## src/rtl/hdmon_pkg.sv

```systemverilog
package hdmon_pkg;

  typedef struct packed {
    logic full_duplex;
    logic crs_ignore;
    logic own_block;
    logic loopback;
  } hd_cfg_t;

  // Carrier supervision only runs in half duplex, not ignored, pins sampled.
  function automatic logic carrier_check_on(hd_cfg_t c);
    return !c.full_duplex && !c.crs_ignore && !c.loopback;
  endfunction

  // Own-frame suppression applies only in half duplex during transmission.
  function automatic logic own_suppress(hd_cfg_t c, logic tx);
    return !c.full_duplex && c.own_block && tx;
  endfunction

endpackage

```

## src/rtl/hd_tx_tracker.sv

```systemverilog
module hd_tx_tracker (
  input  logic clk,
  input  logic rst_n,
  input  logic tx_active,
  input  logic crs_eff,
  output logic tx_start,
  output logic tx_end,
  output logic crs_seen
);
  logic tx_q;

  assign tx_start = tx_active && !tx_q;
  assign tx_end   = !tx_active && tx_q;

  always_ff @(posedge clk or negedge rst_n) begin
    if (!rst_n) begin
      tx_q     <= 1'b0;
      crs_seen <= 1'b0;
    end else begin
      tx_q <= tx_active;
      if (tx_start)
        crs_seen <= crs_eff;
      else if (tx_active && crs_eff)
        crs_seen <= 1'b1;
    end
  end

  assert_start_end_excl_R5: assert property (@(posedge clk) disable iff (!rst_n)
    !(tx_start && tx_end));

endmodule

```

## src/rtl/hd_carrier_check.sv

```systemverilog
module hd_carrier_check (
  input  logic clk,
  input  logic rst_n,
  input  logic check_on,
  input  logic tx_active,
  input  logic tx_start,
  input  logic tx_end,
  input  logic crs_eff,
  input  logic crs_seen,
  output logic loss_ev,
  output logic noc_ev,
  output logic err_loss,
  output logic err_noc,
  output logic abort_req
);
  logic any_err;

  assign loss_ev = check_on && tx_active && !tx_start && crs_seen && !crs_eff;
  assign noc_ev  = check_on && tx_end && !crs_seen;
  assign any_err = err_loss || err_noc;

  always_ff @(posedge clk or negedge rst_n) begin
    if (!rst_n) begin
      err_loss  <= 1'b0;
      err_noc   <= 1'b0;
      abort_req <= 1'b0;
    end else begin
      err_loss  <= (err_loss && !tx_start) || loss_ev;
      err_noc   <= (err_noc && !tx_start) || noc_ev;
      abort_req <= (loss_ev || noc_ev) && !any_err;
    end
  end

  assert_abort_single_R4: assert property (@(posedge clk) disable iff (!rst_n)
    abort_req |=> !abort_req);
  assert_abort_with_flag_R4: assert property (@(posedge clk) disable iff (!rst_n)
    abort_req |-> (err_loss || err_noc));
  assert_clear_on_start_R5: assert property (@(posedge clk) disable iff (!rst_n)
    tx_start |=> (!err_loss && !err_noc));
  assert_loss_needs_check_R6: assert property (@(posedge clk) disable iff (!rst_n)
    $rose(err_loss) |-> $past(check_on));
  assert_flags_exclusive_R3: assert property (@(posedge clk) disable iff (!rst_n)
    !(err_loss && err_noc));

endmodule

```

## src/rtl/hd_rx_gate.sv

```systemverilog
module hd_rx_gate
  import hdmon_pkg::*;
#(
  parameter int DATA_W = 8
) (
  input  logic              clk,
  input  logic              rst_n,
  input  hd_cfg_t           cfg,
  input  logic              tx_active,
  input  logic [DATA_W-1:0] tx_data,
  input  logic              phy_crs,
  input  logic              phy_rx_dv,
  input  logic [DATA_W-1:0] phy_rxd,
  output logic              crs_eff,
  output logic              phy_tx_en,
  output logic [DATA_W-1:0] phy_txd,
  output logic              mac_rx_dv,
  output logic [DATA_W-1:0] mac_rxd,
  output logic              loop_sel
);
  logic suppress;

  assign suppress = own_suppress(cfg, tx_active);
  assign loop_sel = cfg.loopback;
  assign crs_eff  = phy_crs && !cfg.loopback;

  always_comb begin
    if (cfg.loopback) begin
      mac_rx_dv = tx_active;
      mac_rxd   = tx_data;
      phy_tx_en = 1'b0;
      phy_txd   = '0;
    end else begin
      mac_rx_dv = phy_rx_dv && !suppress;
      mac_rxd   = phy_rxd;
      phy_tx_en = tx_active;
      phy_txd   = tx_data;
    end
  end

  assert_loop_pins_quiet_R10: assert property (@(posedge clk) disable iff (!rst_n)
    loop_sel |-> (!phy_tx_en && phy_txd == '0));
  assert_own_hidden_R8: assert property (@(posedge clk) disable iff (!rst_n)
    (!loop_sel && !cfg.full_duplex && cfg.own_block && tx_active) |-> !mac_rx_dv);
  assert_fd_passthru_R9: assert property (@(posedge clk) disable iff (!rst_n)
    (!loop_sel && cfg.full_duplex) |-> (mac_rx_dv == phy_rx_dv));

endmodule

```

## src/rtl/hd_carrier_monitor.sv

```systemverilog
module hd_carrier_monitor
  import hdmon_pkg::*;
#(
  parameter int DATA_W = 8
) (
  input  logic              clk,
  input  logic              rst_n,
  input  logic              cfg_full_duplex,
  input  logic              cfg_crs_ignore,
  input  logic              cfg_own_block,
  input  logic              cfg_loopback,
  input  logic              tx_active,
  input  logic [DATA_W-1:0] tx_data,
  input  logic              phy_crs,
  input  logic              phy_rx_dv,
  input  logic [DATA_W-1:0] phy_rxd,
  output logic              phy_tx_en,
  output logic [DATA_W-1:0] phy_txd,
  output logic              mac_rx_dv,
  output logic [DATA_W-1:0] mac_rxd,
  output logic              loop_sel,
  output logic              abort_req,
  output logic              err_loss_carrier,
  output logic              err_no_carrier
);
  hd_cfg_t cfg;
  logic    check_on;
  logic    crs_eff;
  logic    tx_start;
  logic    tx_end;
  logic    crs_seen;
  logic    loss_ev;
  logic    noc_ev;

  assign cfg = '{full_duplex: cfg_full_duplex, crs_ignore: cfg_crs_ignore,
                 own_block: cfg_own_block, loopback: cfg_loopback};
  assign check_on = carrier_check_on(cfg);

  hd_rx_gate #(.DATA_W(DATA_W)) u_gate (
    .clk(clk), .rst_n(rst_n), .cfg(cfg), .tx_active(tx_active), .tx_data(tx_data),
    .phy_crs(phy_crs), .phy_rx_dv(phy_rx_dv), .phy_rxd(phy_rxd), .crs_eff(crs_eff),
    .phy_tx_en(phy_tx_en), .phy_txd(phy_txd), .mac_rx_dv(mac_rx_dv),
    .mac_rxd(mac_rxd), .loop_sel(loop_sel)
  );

  hd_tx_tracker u_track (
    .clk(clk), .rst_n(rst_n), .tx_active(tx_active), .crs_eff(crs_eff),
    .tx_start(tx_start), .tx_end(tx_end), .crs_seen(crs_seen)
  );

  hd_carrier_check u_check (
    .clk(clk), .rst_n(rst_n), .check_on(check_on), .tx_active(tx_active),
    .tx_start(tx_start), .tx_end(tx_end), .crs_eff(crs_eff), .crs_seen(crs_seen),
    .loss_ev(loss_ev), .noc_ev(noc_ev), .err_loss(err_loss_carrier),
    .err_noc(err_no_carrier), .abort_req(abort_req)
  );

  assert_noc_at_end_R2: assert property (@(posedge clk) disable iff (!rst_n)
    noc_ev |=> err_no_carrier);
  assert_loss_in_frame_R3: assert property (@(posedge clk) disable iff (!rst_n)
    loss_ev |-> tx_active);
  assert_fd_no_err_R7: assert property (@(posedge clk) disable iff (!rst_n)
    cfg_full_duplex |-> (!loss_ev && !noc_ev));

endmodule

```

## config.mk

```make
export PLATFORM = sky130hd
export DESIGN_NAME = hd_carrier_monitor
export DESIGN_NICKNAME = d
export VERILOG_FILES = /design/src/rtl/hdmon_pkg.sv /design/src/rtl/hd_tx_tracker.sv /design/src/rtl/hd_carrier_check.sv /design/src/rtl/hd_rx_gate.sv /design/src/rtl/hd_carrier_monitor.sv
export SDC_FILE = /design/constraint.sdc
export NUM_CORES = 1
export LEC_CHECK = 0
export BUFFER_PORTS_ARGS = -buffer_cell sky130_fd_sc_hd__buf_2
export CAP_MARGIN = 20
export CORE_UTILIZATION = 28
export CTS_CLUSTER_SIZE = 12
export DETAILED_ROUTE_END_ITERATION = 6
export PLACE_DENSITY = 0.77
export SYNTH_ARGS = -nofsm -noshare
export SYNTH_HDL_FRONTEND = slang
export SYNTH_SLANG_ARGS = --single-unit
```

## constraint.sdc

```tcl
create_clock -name clk -period 0.95 [get_ports clk]
set_input_delay 0.0475 -clock clk [delete_from_list [all_inputs] [get_ports clk]]
set_output_delay 0.0475 -clock clk [all_outputs]
set_load 0.02 [all_outputs]
```

==> results.ini <==
[worst_setup_path]
r2r-start=u_track.crs_seen$_DFFE_PN0P_
r2r_slack_ns=-0.002
cp.arrival_ns=1.09
ff2ff_path_depth=3
critPathLaunchType=flip-flop
cp.required_ns=1.09
crit_type=reg2reg
reg2reg_to=u_check.abort_req$_DFF_PN0_
worst_setup_path_end_kind=flip-flop
path_max_fanout=3

[yosys]
synth_cells=44
synth_top_area_cell=dfrtp_1
netlist_area_um2=404
syn_area_per_cell_um2=9.18
synth.distinct_cells=17
yosys.area.top_type_share_pct=31.0
synth_seq_cells=5
synthTopCellsByArea=dfrtp_1, mux2_2, nor2b_1, nand2_1, nor3_4
ys.flop_type=dfrtp_1
synth_seq_area_share_pct=31.0
synth_edf_count=0
synthArstFlopShare_pct=100
yosys_warnings=0
netlist_top_cells_count=mux2_2, nor2b_1, dfrtp_1, nand2_1, nor2_1
syn_nets=69

[cells_and_area]
diodes=0
multiInputGateArea_um2=272
area_growth_pct=83.0
layout.nets=124
drive_above_1_share_pct=67.3
ff_latch_area_um2=125
nFillCells=126

[power]
intPower_mw=0.545
power_frac_clock_pct=29.2
switching_share_pct=35.4
leakage_nw=0.398
power.density_nw_per_um2=1140
ir_worst_vdd_uv=1110
p_sw_mw=0.299
combPwrFrac_pct=40.2
finalPower_mw=0.844
pwr-share-seq_pct=30.6

[routing]
wl_per_cell_um=11.1
routed_wl_um=1250
dr.pass1.iters=4
routed-via-count=522
drtIter0Drc=14
drc=0
vias_per_cell=4.62
antenna_left=0

[place]
place_ws_ns=-0.143
place.port_buffers=46
dp_hpwl_um=1040
finalWeightedCongestion=0.790

[global_route]
grt_max_degree=18
grt_use_total_pct=16.5
grt_pass1_vias=453
grt_first_pass_wirelength_um=1720
antenna_found_initial=0
grt-ovfl-total=0

[clock_network]
cts_buffer_depth=2
clk_pin_slew_ns=0.05
htree_levels=1
clock_latency_ns=0.24
postCtsSetupBuffers=0
cts_inserted_buffers=3
cts_root_buf=clkbuf_4
cts_tree=built
cts_sinks=5

[floorplanning]
coreArea_um2=1320
pin_count=47
die_y_um=40.0
num_rows=13
dieWidth_um=40.0
dieArea_um2=1600
start_util_pct=30.7

[outcome]
outcome=finished with violations
violations=setup timing

[sta]
post-route-min-period_ns=0.952
setup_ws_ns=-0.00176
setup_viol=1
tightestPinTransition_ns=0.246
hold_violations=0
rsz0062_at_grt=yes
post-route-period-util_pct=100
fmax_ghz=1.05
slew_headroom_pct=83.6
slew_violations=0
setup_tns_ns=-0.00176
finalClockSkew_ns=0.00352

[hold_path]
holdPathStages=2
hold_path_end=u_check.err_noc$_DFF_PN0_
min_path_type=in2reg
hold_start=tx_active

[flow_run]
cap_violations=0

==> flip-flops by register name, indices dropped and copies added (netlist names) <==
| signal | flops |
|---|---|
| u_check.abort_req | 1 |
| u_check.err_noc | 1 |
| u_track.tx_q | 1 |
| u_check.err_loss | 1 |
| u_track.crs_seen | 1 |
==> critical path, cell delays in order, from the launching register on <==
cell	delay, ns
dfrtp_1	0.39
inv_1	0.09
nand2_2	0.07
a2111oi_4	0.29
==> cell families after synthesis <==
kind of cell    count (synthesis)  synth area share (%)
simple gates                   20                  28.5
mux                             8                  22.3
compound gates                  6                  11.5
flops                           5                  31.0
buf+inv                         5                  6.81
==> layout by cell type (no fill, tap or decap) <==
| cell | instances |
|---|---|
| nor3_4 | 1 |
| buf_2 | 45 |
| nand2b_1 | 1 |
| clkbuf_4 | 4 |
| nand3b_1 | 1 |
| inv_1 | 2 |
| nand2_2 | 1 |
| buf_4 | 5 |
| nand3_2 | 1 |
| dlygate4sd3_1 | 2 |
| clkbuf_1 | 1 |
| o21ai_0 | 2 |
| nor2b_1 | 8 |
| a31oi_1 | 1 |
| dfrtp_1 | 5 |
| a2111oi_4 | 1 |
| a41oi_1 | 1 |
| nand2_1 | 4 |
| o22ai_1 | 1 |
| nor2_1 | 3 |
| mux2_2 | 8 |
==> worst max path at each step <==
stage                     slack (ns)                          from                     endpoint
after CTS                     -0.003  u_track.crs_seen$_DFFE_PN0P_  u_check.abort_req$_DFF_PN0_
after global routing           -0.06  u_track.crs_seen$_DFFE_PN0P_  u_check.abort_req$_DFF_PN0_
after detailed placement       -0.14                  cfg_loopback  u_check.abort_req$_DFF_PN0_
after global placement         -0.05                  cfg_loopback  u_check.abort_req$_DFF_PN0_
after floorplan                 0.01  u_track.crs_seen$_DFFE_PN0P_  u_check.abort_req$_DFF_PN0_
final                         -0.002  u_track.crs_seen$_DFFE_PN0P_  u_check.abort_req$_DFF_PN0_
==> metrics by stage <==
stage | std cells | cell area, um^2 | hold WS [ns] | utilization, %
floorplan | 44 | 404 | -0.248 | -
global placement | 107 | 671 | -0.135 | 50.9
detailed placement | 107 | 671 | -0.130 | 50.9
CTS | 113 | 737 | 0.0815 | 55.9
global route | 113 | 739 | 0.108 | 56.1
finish | 113 | 739 | 0.0887 | 56.1
==> what timing repair did <==
item                                    CTS  global route
resized for setup                         3             1
hold buffers                              2             0
endpoints found under the setup margin    1             9
hold endpoints to repair                  6             0
pin swaps                                 1             0
==> cell type report <==
cell class              count  share of cell area, %
multi-input cells          34                   36.7
inverters                   2                   1.02
clock buffers               4                   3.55
repair buffers             53                   39.3
flip-flops and latches      5                   16.9
well taps                  15                   2.54
==> layer usage <==
metal,global-route usage [%],share of wire [%],vias up
met5,0,0,-
met4,5.17,1.2,0
met3,7.22,8.9,2
met2,29.4,57,31
met1,17.0,33,230
li1,-,-,259
==> power groups by stage <==
stage | Combinational, mW | Clock, mW | Sequential, mW
after floorplan | 0.170 | 0 | 0.266
after global placement | 0.319 | 0 | 0.255
after detailed placement | 0.326 | 0 | 0.256
after CTS | 0.340 | 0.258 | 0.258
after global routing | 0.367 | 0.270 | 0.261
final | 0.339 | 0.247 | 0.258
Note: power is estimated with default switching activity, not from simulation.
